--- src/rtl/src_err_pkg.sv ---
package src_err_pkg;
  localparam int NCH   = 4;
  localparam int SELW  = 3;
  localparam int CODEW = 5;
  localparam int MAXI  = 3;
endpackage

--- src/rtl/src_xfer_mon.sv ---
module src_xfer_mon #(
  parameter bit CHK_LINK = 1'b0
) (
  input  logic clk_i,
  input  logic rst_ni,
  input  logic en_i,
  input  logic trig_i,
  input  logic dat_i,
  input  logic sync_i,
  input  logic pend_i,
  output logic err_o
);
  logic armed_q, got_q, en_q;
  logic miss, link;

  always_ff @(posedge clk_i or negedge rst_ni) begin
    if (!rst_ni) begin
      armed_q <= 1'b0;
      got_q   <= 1'b0;
      en_q    <= 1'b0;
    end else begin
      en_q <= en_i;
      if (!en_i) begin
        armed_q <= 1'b0;
        got_q   <= 1'b0;
      end else if (trig_i) begin
        armed_q <= 1'b1;
        got_q   <= 1'b0;
      end else if (dat_i) begin
        got_q <= 1'b1;
      end
    end
  end

  // data in the trigger cycle closes the current window
  assign miss  = en_i & trig_i & armed_q & ~(got_q | dat_i);
  assign link  = CHK_LINK & ((sync_i & ~en_i) | (en_q & ~en_i & pend_i));
  assign err_o = miss | link;
endmodule

--- src/rtl/src_sticky.sv ---
module src_sticky #(
  parameter int NB = 4
) (
  input  logic          clk_i,
  input  logic          rst_ni,
  input  logic          rd_i,
  input  logic [NB-1:0] set_i,
  output logic [NB-1:0] q_o
);
  always_ff @(posedge clk_i or negedge rst_ni) begin
    if (!rst_ni) q_o <= '0;
    else         q_o <= (q_o & ~{NB{rd_i}}) | set_i;
  end
endmodule

--- src/rtl/src_sel_check.sv ---
module src_sel_check #(
  parameter int NCH     = 4,
  parameter int SELW    = 3,
  parameter int MAX_IDX = 3
) (
  input  logic [NCH-1:0]      en_i,
  input  logic [NCH*SELW-1:0] sel_i,
  output logic                dup_o,
  output logic                over_o
);
  localparam logic [SELW-1:0] MAX_SEL = SELW'(MAX_IDX);

  logic [SELW-1:0] sel [NCH];

  for (genvar g = 0; g < NCH; g++) begin : g_unpack
    assign sel[g] = sel_i[g*SELW +: SELW];
  end

  always_comb begin
    dup_o  = 1'b0;
    over_o = 1'b0;
    for (int i = 0; i < NCH; i++) begin
      if (en_i[i] && (sel[i] > MAX_SEL)) over_o = 1'b1;
      for (int j = i + 1; j < NCH; j++) begin
        if (en_i[i] && en_i[j] && (sel[i] == sel[j])) dup_o = 1'b1;
      end
    end
  end
endmodule

--- src/rtl/src_err_status.sv ---
module src_err_status #(
  parameter int NCH     = src_err_pkg::NCH,
  parameter int SELW    = src_err_pkg::SELW,
  parameter int CODEW   = src_err_pkg::CODEW,
  parameter int MAX_IDX = src_err_pkg::MAXI
) (
  input  logic                clk_i,
  input  logic                rst_ni,
  input  logic                rd_i,
  output logic [31:0]         rdata_o,
  input  logic [NCH-1:0]      trig_out_i,
  input  logic [NCH-1:0]      trig_in_i,
  input  logic [NCH-1:0]      dat_out_i,
  input  logic [NCH-1:0]      dat_in_i,
  input  logic [NCH-1:0]      link_sync_i,
  input  logic [NCH-1:0]      link_pend_i,
  input  logic [NCH-1:0]      da_out_en_i,
  input  logic [NCH-1:0]      da_in_en_i,
  input  logic [NCH-1:0]      dsp_en_i,
  input  logic [NCH*SELW-1:0] sel_out_i,
  input  logic [NCH*SELW-1:0] sel_in_i,
  input  logic                otrig_bad_i,
  input  logic                itrig_bad_i,
  input  logic                rx_cfg_bad_i,
  input  logic                tx_cfg_bad_i,
  input  logic                dsp_ovf_i,
  input  logic                rom_fail_i,
  input  logic                sram_fail_i,
  input  logic [CODEW-1:0]    out_code_i,
  input  logic [CODEW-1:0]    in_code_i
);
  logic [NCH-1:0] out_ev, in_ev, out_q, in_q;
  logic out_dup, out_over, in_dup, in_over, live;

  for (genvar c = 0; c < NCH; c++) begin : g_ch
    src_xfer_mon #(.CHK_LINK(1'b0)) u_out (
      .clk_i, .rst_ni,
      .en_i(da_out_en_i[c]), .trig_i(trig_out_i[c]), .dat_i(dat_out_i[c]),
      .sync_i(1'b0), .pend_i(1'b0), .err_o(out_ev[c])
    );
    src_xfer_mon #(.CHK_LINK(1'b1)) u_in (
      .clk_i, .rst_ni,
      .en_i(da_in_en_i[c]), .trig_i(trig_in_i[c]), .dat_i(dat_in_i[c]),
      .sync_i(link_sync_i[c]), .pend_i(link_pend_i[c]), .err_o(in_ev[c])
    );
  end

  src_sticky #(.NB(NCH)) u_out_st (
    .clk_i, .rst_ni, .rd_i, .set_i(out_ev), .q_o(out_q)
  );
  src_sticky #(.NB(NCH)) u_in_st (
    .clk_i, .rst_ni, .rd_i, .set_i(in_ev), .q_o(in_q)
  );

  src_sel_check #(.NCH(NCH), .SELW(SELW), .MAX_IDX(MAX_IDX)) u_sel_out (
    .en_i(da_out_en_i), .sel_i(sel_out_i), .dup_o(out_dup), .over_o(out_over)
  );
  src_sel_check #(.NCH(NCH), .SELW(SELW), .MAX_IDX(MAX_IDX)) u_sel_in (
    .en_i(da_in_en_i), .sel_i(sel_in_i), .dup_o(in_dup), .over_o(in_over)
  );

  assign live = |dsp_en_i;

  assign rdata_o = {out_q, in_q,
                    otrig_bad_i & live, itrig_bad_i & live,
                    rx_cfg_bad_i & live, tx_cfg_bad_i & live,
                    out_dup, in_dup, out_over, in_over,
                    dsp_ovf_i, 2'b00, out_code_i,
                    rom_fail_i, sram_fail_i, 1'b0, in_code_i};
endmodule

--- config.mk ---
export PLATFORM = sky130hd
export DESIGN_NAME = src_err_status
export DESIGN_NICKNAME = d
export VERILOG_FILES = /design/src/rtl/src_err_pkg.sv /design/src/rtl/src_xfer_mon.sv /design/src/rtl/src_sticky.sv /design/src/rtl/src_sel_check.sv /design/src/rtl/src_err_status.sv
export SDC_FILE = /design/constraint.sdc
export NUM_CORES = 1
export LEC_CHECK = 0
export ABC_CLOCK_PERIOD_IN_PS = 1500
export CORE_ASPECT_RATIO = 0.75
export CORE_MARGIN = 8
export CORE_UTILIZATION = 37
export DETAILED_ROUTE_END_ITERATION = 6
export HOLD_SLACK_MARGIN = 0.12
export PLACE_DENSITY = 0.82
export SLEW_MARGIN = 15
export SYNTH_ARGS = -nofsm -noshare
export SYNTH_HDL_FRONTEND = slang
export SYNTH_HIERARCHICAL = 1
export SYNTH_SLANG_ARGS = --single-unit
--- constraint.sdc ---
create_clock -name clk_i -period 1.5 [get_ports clk_i]
set_clock_uncertainty 0.15 [all_clocks]
set_input_delay 0.3 -clock clk_i [delete_from_list [all_inputs] [get_ports clk_i]]
set_output_delay 0.3 -clock clk_i [all_outputs]
set_load 0.1 [all_outputs]
# After elaboration in Yosys (flattened, before gate mapping)
# Index checks and enable logic that the tools add are counted.
op_classes:
  n_addsub: 0
  mul: 0
  div_mod_pow: 0
  n_lt_le_gt_ge: 8
  n_eq_ne: 28
  shift: 0
  n_mux: 60
  bitwise: 73
  n_reduce_logical: 33
op_table:
  columns: ["cell", "count"]
  rows:
  - ["2-to-1 mux 1 bit", 60]
  - ["bitwise AND 1 bit", 40]
  - ["== test 3 bit", 12]
  - ["logical AND 1 bit", 32]
  - ["> comparator 3 x 2 -> 1 bit (second input constant)", 8]
  - ["!= test 3 bit (second input constant)", 8]
  - ["!= test 2 bit (second input constant)", 8]
  - ["OR 1 bit", 16]
  - ["inverter 1 bit", 12]
  - ["bitwise AND 4 bit", 2]
  - ["OR 4 bit", 2]
  - ["inverter 4 bit", 1]
  - ["OR reduction 4 bit", 1]
totals:
  regBits: 28
  latch_bits: 0
  mem_bits_rw: 0
  romBits: 0
  inputBits: 80
  out_inout_bits: 32
  word_cells: 224
  mem_count: 0

# Logic depth before layout (Yosys ltp)
logic_depth:
  depth_word: 8
  depth_mapped: 5
  mapped_depth_nobuf: 4

# Cells and area by module
# Netlist, hierarchy kept.
modules_own_cells:
  columns: ["module", "n_inst", "cells_per_inst", "area_per_inst_um2", "seq_area_each_um2"]
  rows:
  - ["src_sel_check", 2, 35, 247.7, 0.0]
  - ["src_xfer_mon at g_ch[0].u_in ...", 4, 9, 120.1, 75.1]
  - ["src_xfer_mon at g_ch[0].u_out ...", 4, 6, 77.6, 50.0]
  - ["src_sticky", 2, 9, 133.9, 100.1]
  - ["src_err_status", 1, 25, 198.9, 0.0]

# Worst setup path before layout
# OpenSTA, ideal clock, no wires.
synth_path:
  kind: "input to output"
  from: "input port sel_in_i[0]"
  to: "output port rdata_o[18]"
  arrival_ns: 1.133
  t_required_ns: 1.050
  path_slack_ns: -0.083
  stages: 5
  n_path_buf: 1
  path_cell_list: "xor2_1 > nor4_1 > nor4_1 > nand3_1 > buf_4"
synth_via:
  elab_chain_cells: 8
  elab_cells_between_ends: 12
  cone_classes: "eq/ne (3); mux (6); reduce/logical (3)"
synth_lines:
  columns: ["element", "line", "source"]
  rows:
  - ["start, declared", "src_err_status.sv:21", "input logic [NCH*SELW-1:0] sel_in_i,"]
  - ["== test 3 bit", "src_sel_check.sv:25", "if (en_i[i] && en_i[j] && (sel[i] == sel[j])) dup_o = 1'b1;"]
  - ["logical AND 1 bit", "src_sel_check.sv:25", null]
  - ["2-to-1 mux 1 bit (2 in a row)", "src_sel_check.sv:25", null]
  - ["2-to-1 mux 1 bit * (4 in a row)", "src_sel_check.sv:25", null]
  - ["end, declared", "src_err_status.sv:10", "output logic [31:0] rdata_o,"]
# Mark *: on every way between the ends. The rest lies on a longest branch, timed or not.

# Worst setup path in the final report
layout_path:
  from: "input port da_out_en_i[2]"
  to: "output port rdata_o[19]"
layout_via:
  elab_chain_cells: 7
  elab_cells_between_ends: 11
  cone_classes: "mux (5); reduce/logical (6)"
layout_lines:
  columns: ["element", "line", "source"]
  rows:
  - ["start, declared", "src_err_status.sv:17", "input logic [NCH-1:0] da_out_en_i,"]
  - ["logical AND 1 bit (2 in a row)", "src_sel_check.sv:25", null]
  - ["2-to-1 mux 1 bit (4 in a row)", "src_sel_check.sv:25", null]
  - ["2-to-1 mux 1 bit *", "src_sel_check.sv:25", null]
# Marks and branches as above.

==> run_results.csv <==
group,metric,value,unit
run_status,outcome,"finished with violations",
run_status,violations,"setup timing",
placement,port_buffers,82,
synth,synthSimpleGateAreaFrac,18.6,%
placement,hpwl,4580,microns
critical_path,crit_required,1.05,ns
power_and_ir_drop,leakagePower,1.45,nW
synth,synth_seq_area_share,40.0,%
layout,post-route-util,69.7,%
layout,final_common_cell,"buf_4",
route,post_drt_via_cell_ratio,5.08,
critical_path,cp-end-kind,"output port",
synth,synthCells,173,
synth,synth_top_family_by_area,"simple AND/OR/NAND/NOR gates",
synth,ys_types,20,
layout,antenna_cells,0,
critical_path,cp-startpoint,"da_out_en_i[2]",
route,dr.pass1.iters,4,
die,dieWidth,95.5,microns
worst_hold_path,min_path_cells,2,
clock_tree,cts-buffers-inserted,3,
sta,fin_ws,-0.355,ns
die,ioPinCount,112,
worst_hold_path,hold_path.startpoint,"da_in_en_i[2]",
clock_tree,cts.sinks,28,
placement,gp_congestion,0.913,
critical_path,ff2ff_setup_slack,0.41,ns
placement,dp_slack,-0.754,ns
layout,drive_above_1_share,44.7,%
layout,mostFrequentLayoutCells,"buf_4, dfrtp_1, clkdlybuf4s50_1",
critical_path,path_class,"primary input to output port",
clock_tree,clk_pin_slew,0.09,ns
power_and_ir_drop,p_per_area,710,nW/um^2
worst_hold_path,min_path_type,"primary input to flip-flop",
layout,areaGrowthSynthToFinish,79.7,%
sta,maxSlewViolCount,0,
die,die_area,7220,sq um
critical_path,ff2ff_path_depth,3,
sta,layout_min_cycle_time,1.86,ns
global_route,grt_usage,15.2,%
placement,dpl_cell_area,2930,sq um
die,rows,21,
worst_hold_path,min_to,"g_ch[2].u_in/en_q$_DFF_PN0_",
global_route,antenna_found_initial,0,
critical_path,r2r-start,"g_ch[1].u_in/got_q$_DFFE_PN0P_",
job,drv_cap,0,
synth,synth_xor_area_share,18.0,%
global_route,grt_pass1_vias,1720,
global_route,grt_max_degree,29,
synth,synth.area.mux_share,0,%
synth,synthAdderAreaFrac,0,%
clock_tree,cts_root_buf,"clkbuf_8",
critical_path,startpoint_type,"primary input",
power_and_ir_drop,worst_ir_drop_vdd,0.000558,V
layout,design_area,3150,sq um
synth,synth-warning-count,6,
critical_path,r2r-end,"u_in_st/q_o[1]$_DFF_PN0_",
clock_tree,cts_tree,"yes",
synth,syn_area,1750,sq um
sta,final-hold-violation-count,0,
sta,rsz0062_at_grt,"true",
critical_path,path_max_fanout,5,
route,wl,5740,microns
critical_path,worstPathArrival,1.41,ns
synth,synth_compound_area_share,14.3,%
route,route.detailed.drc,0,
die,start_util,38.8,%
die,coreArea,4520,sq um
route,drt_iter0_markers,100,
route,vias,1685,
synth,postSynthAreaPerCell,10.1,sq um
sta,hold_ws,0.173,ns
die,dieHeight,75.6,microns
clock_tree,cts_buffer_depth,2,
clock_tree,ctsHoldBuffers,0,
layout,nets,357,
clock_tree,clkLatencyLatePin,0.26,ns
global_route,grt.overflow.total,0,
sta,setup_viol,7,
clock_tree,cts-htree-levels,1,
sta,period_share,124,%
route,wire_per_inst,17.3,microns
sta,fmax,539,MHz
sta,finalSetupTns,-0.851,ns
global_route,grt_pass1_wl,8580,microns
synth,ys_ff_latch,28,
route,ant_nets,0,
flip-flops by register name, indices dropped and copies added (netlist names):
register / cells
g_ch.u_in/en_q: 4
g_ch.u_out/got_q: 4
g_ch.u_out/armed_q: 4
u_out_st/q_o: 4
g_ch.u_in/got_q: 4
g_ch.u_in/armed_q: 4
u_in_st/q_o: 4
metal layers:
| layer | vias to the layer above | GRT usage [%] | wire, microns |
|---|---|---|---|
| met5 | - | 0 | 0 |
| met4 | 0 | 3.06 | 91 |
| li1 | 790 | - | - |
| met2 | 68 | 27.6 | 3000 |
| met3 | 12 | 4.43 | 436 |
| met1 | 815 | 17.5 | 2210 |
stage by stage:
| stage | instances | power [W] |
|---|---|---|
| floorplan | 175 | 0.00148 |
| global placement | 327 | 0.00180 |
| detailed placement | 327 | 0.00181 |
| CTS | 332 | 0.00223 |
| global route | 332 | 0.00234 |
| finish | 332 | 0.00224 |
synth_stat cells (all sizes together):
| master | count | area [sq um] |
|---|---|---|
| xor2 | 32 | 280 |
| dfrtp | 28 | 701 |
| buf | 20 | 150 |
| nor2 | 12 | 45.0 |
| nand2 | 10 | 37.5 |
| nor4 | 10 | 62.6 |
| a21o | 8 | 60.1 |
| nor3b | 8 | 60.1 |
| o21a | 8 | 60.1 |
| a21oi | 4 | 20.0 |
| a22oi | 4 | 30.0 |
| and4 | 4 | 35.0 |
| and4bb | 4 | 50.1 |
| nand4 | 4 | 25.0 |
| o2bb2ai | 4 | 35.0 |
| o41a | 4 | 45.0 |
| xnor2 | 4 | 35.0 |
| inv | 2 | 7.51 |
| nand3 | 2 | 10.0 |
| conb | 1 | 3.75 |
critical path, cell delays in order:
cell and delay, ns:
clkdlybuf4s15_2 0.27, nand2_1 0.09, nor4_2 0.37, nor4_2 0.11
nand3_2 0.10, buf_12 0.17
power breakdown:
part	internal [W]	switching, W
Sequential	0.000800	0.0000295
Combinational	0.000452	0.000570
Clock	0.000180	0.000207
Total	0.00143	0.000806
final cells by class:
type	count	area, sq um
tap	57	71.3
multi-input combinational	125	1140
clock buffer	3	41.3
inverter	2	7.51
sequential	28	701
timing repair buffer	117	1190
fill	348	1370
worst max path at each step:
stage / end / cells after the start
after floorplan: rdata_o[18] / 5
after global placement: rdata_o[18] / 6
after detailed placement: rdata_o[19] / 6
after CTS: rdata_o[19] / 7
after global routing: rdata_o[19] / 6
final: rdata_o[19] / 6
repair_timing:
action	CTS	global route
endpoints found under the setup margin	8	8
pin swaps	35	14
gates resized for setup	183	21
buffers inserted	2	0
cells by family after synthesis:
kind of cell    Yosys count
other cells               1
compound gates           32
xor+xnor                 36
simple gates             54
flops                    28
buf+inv                  22
No activity file was read; power rests on OpenSTA's default activity.
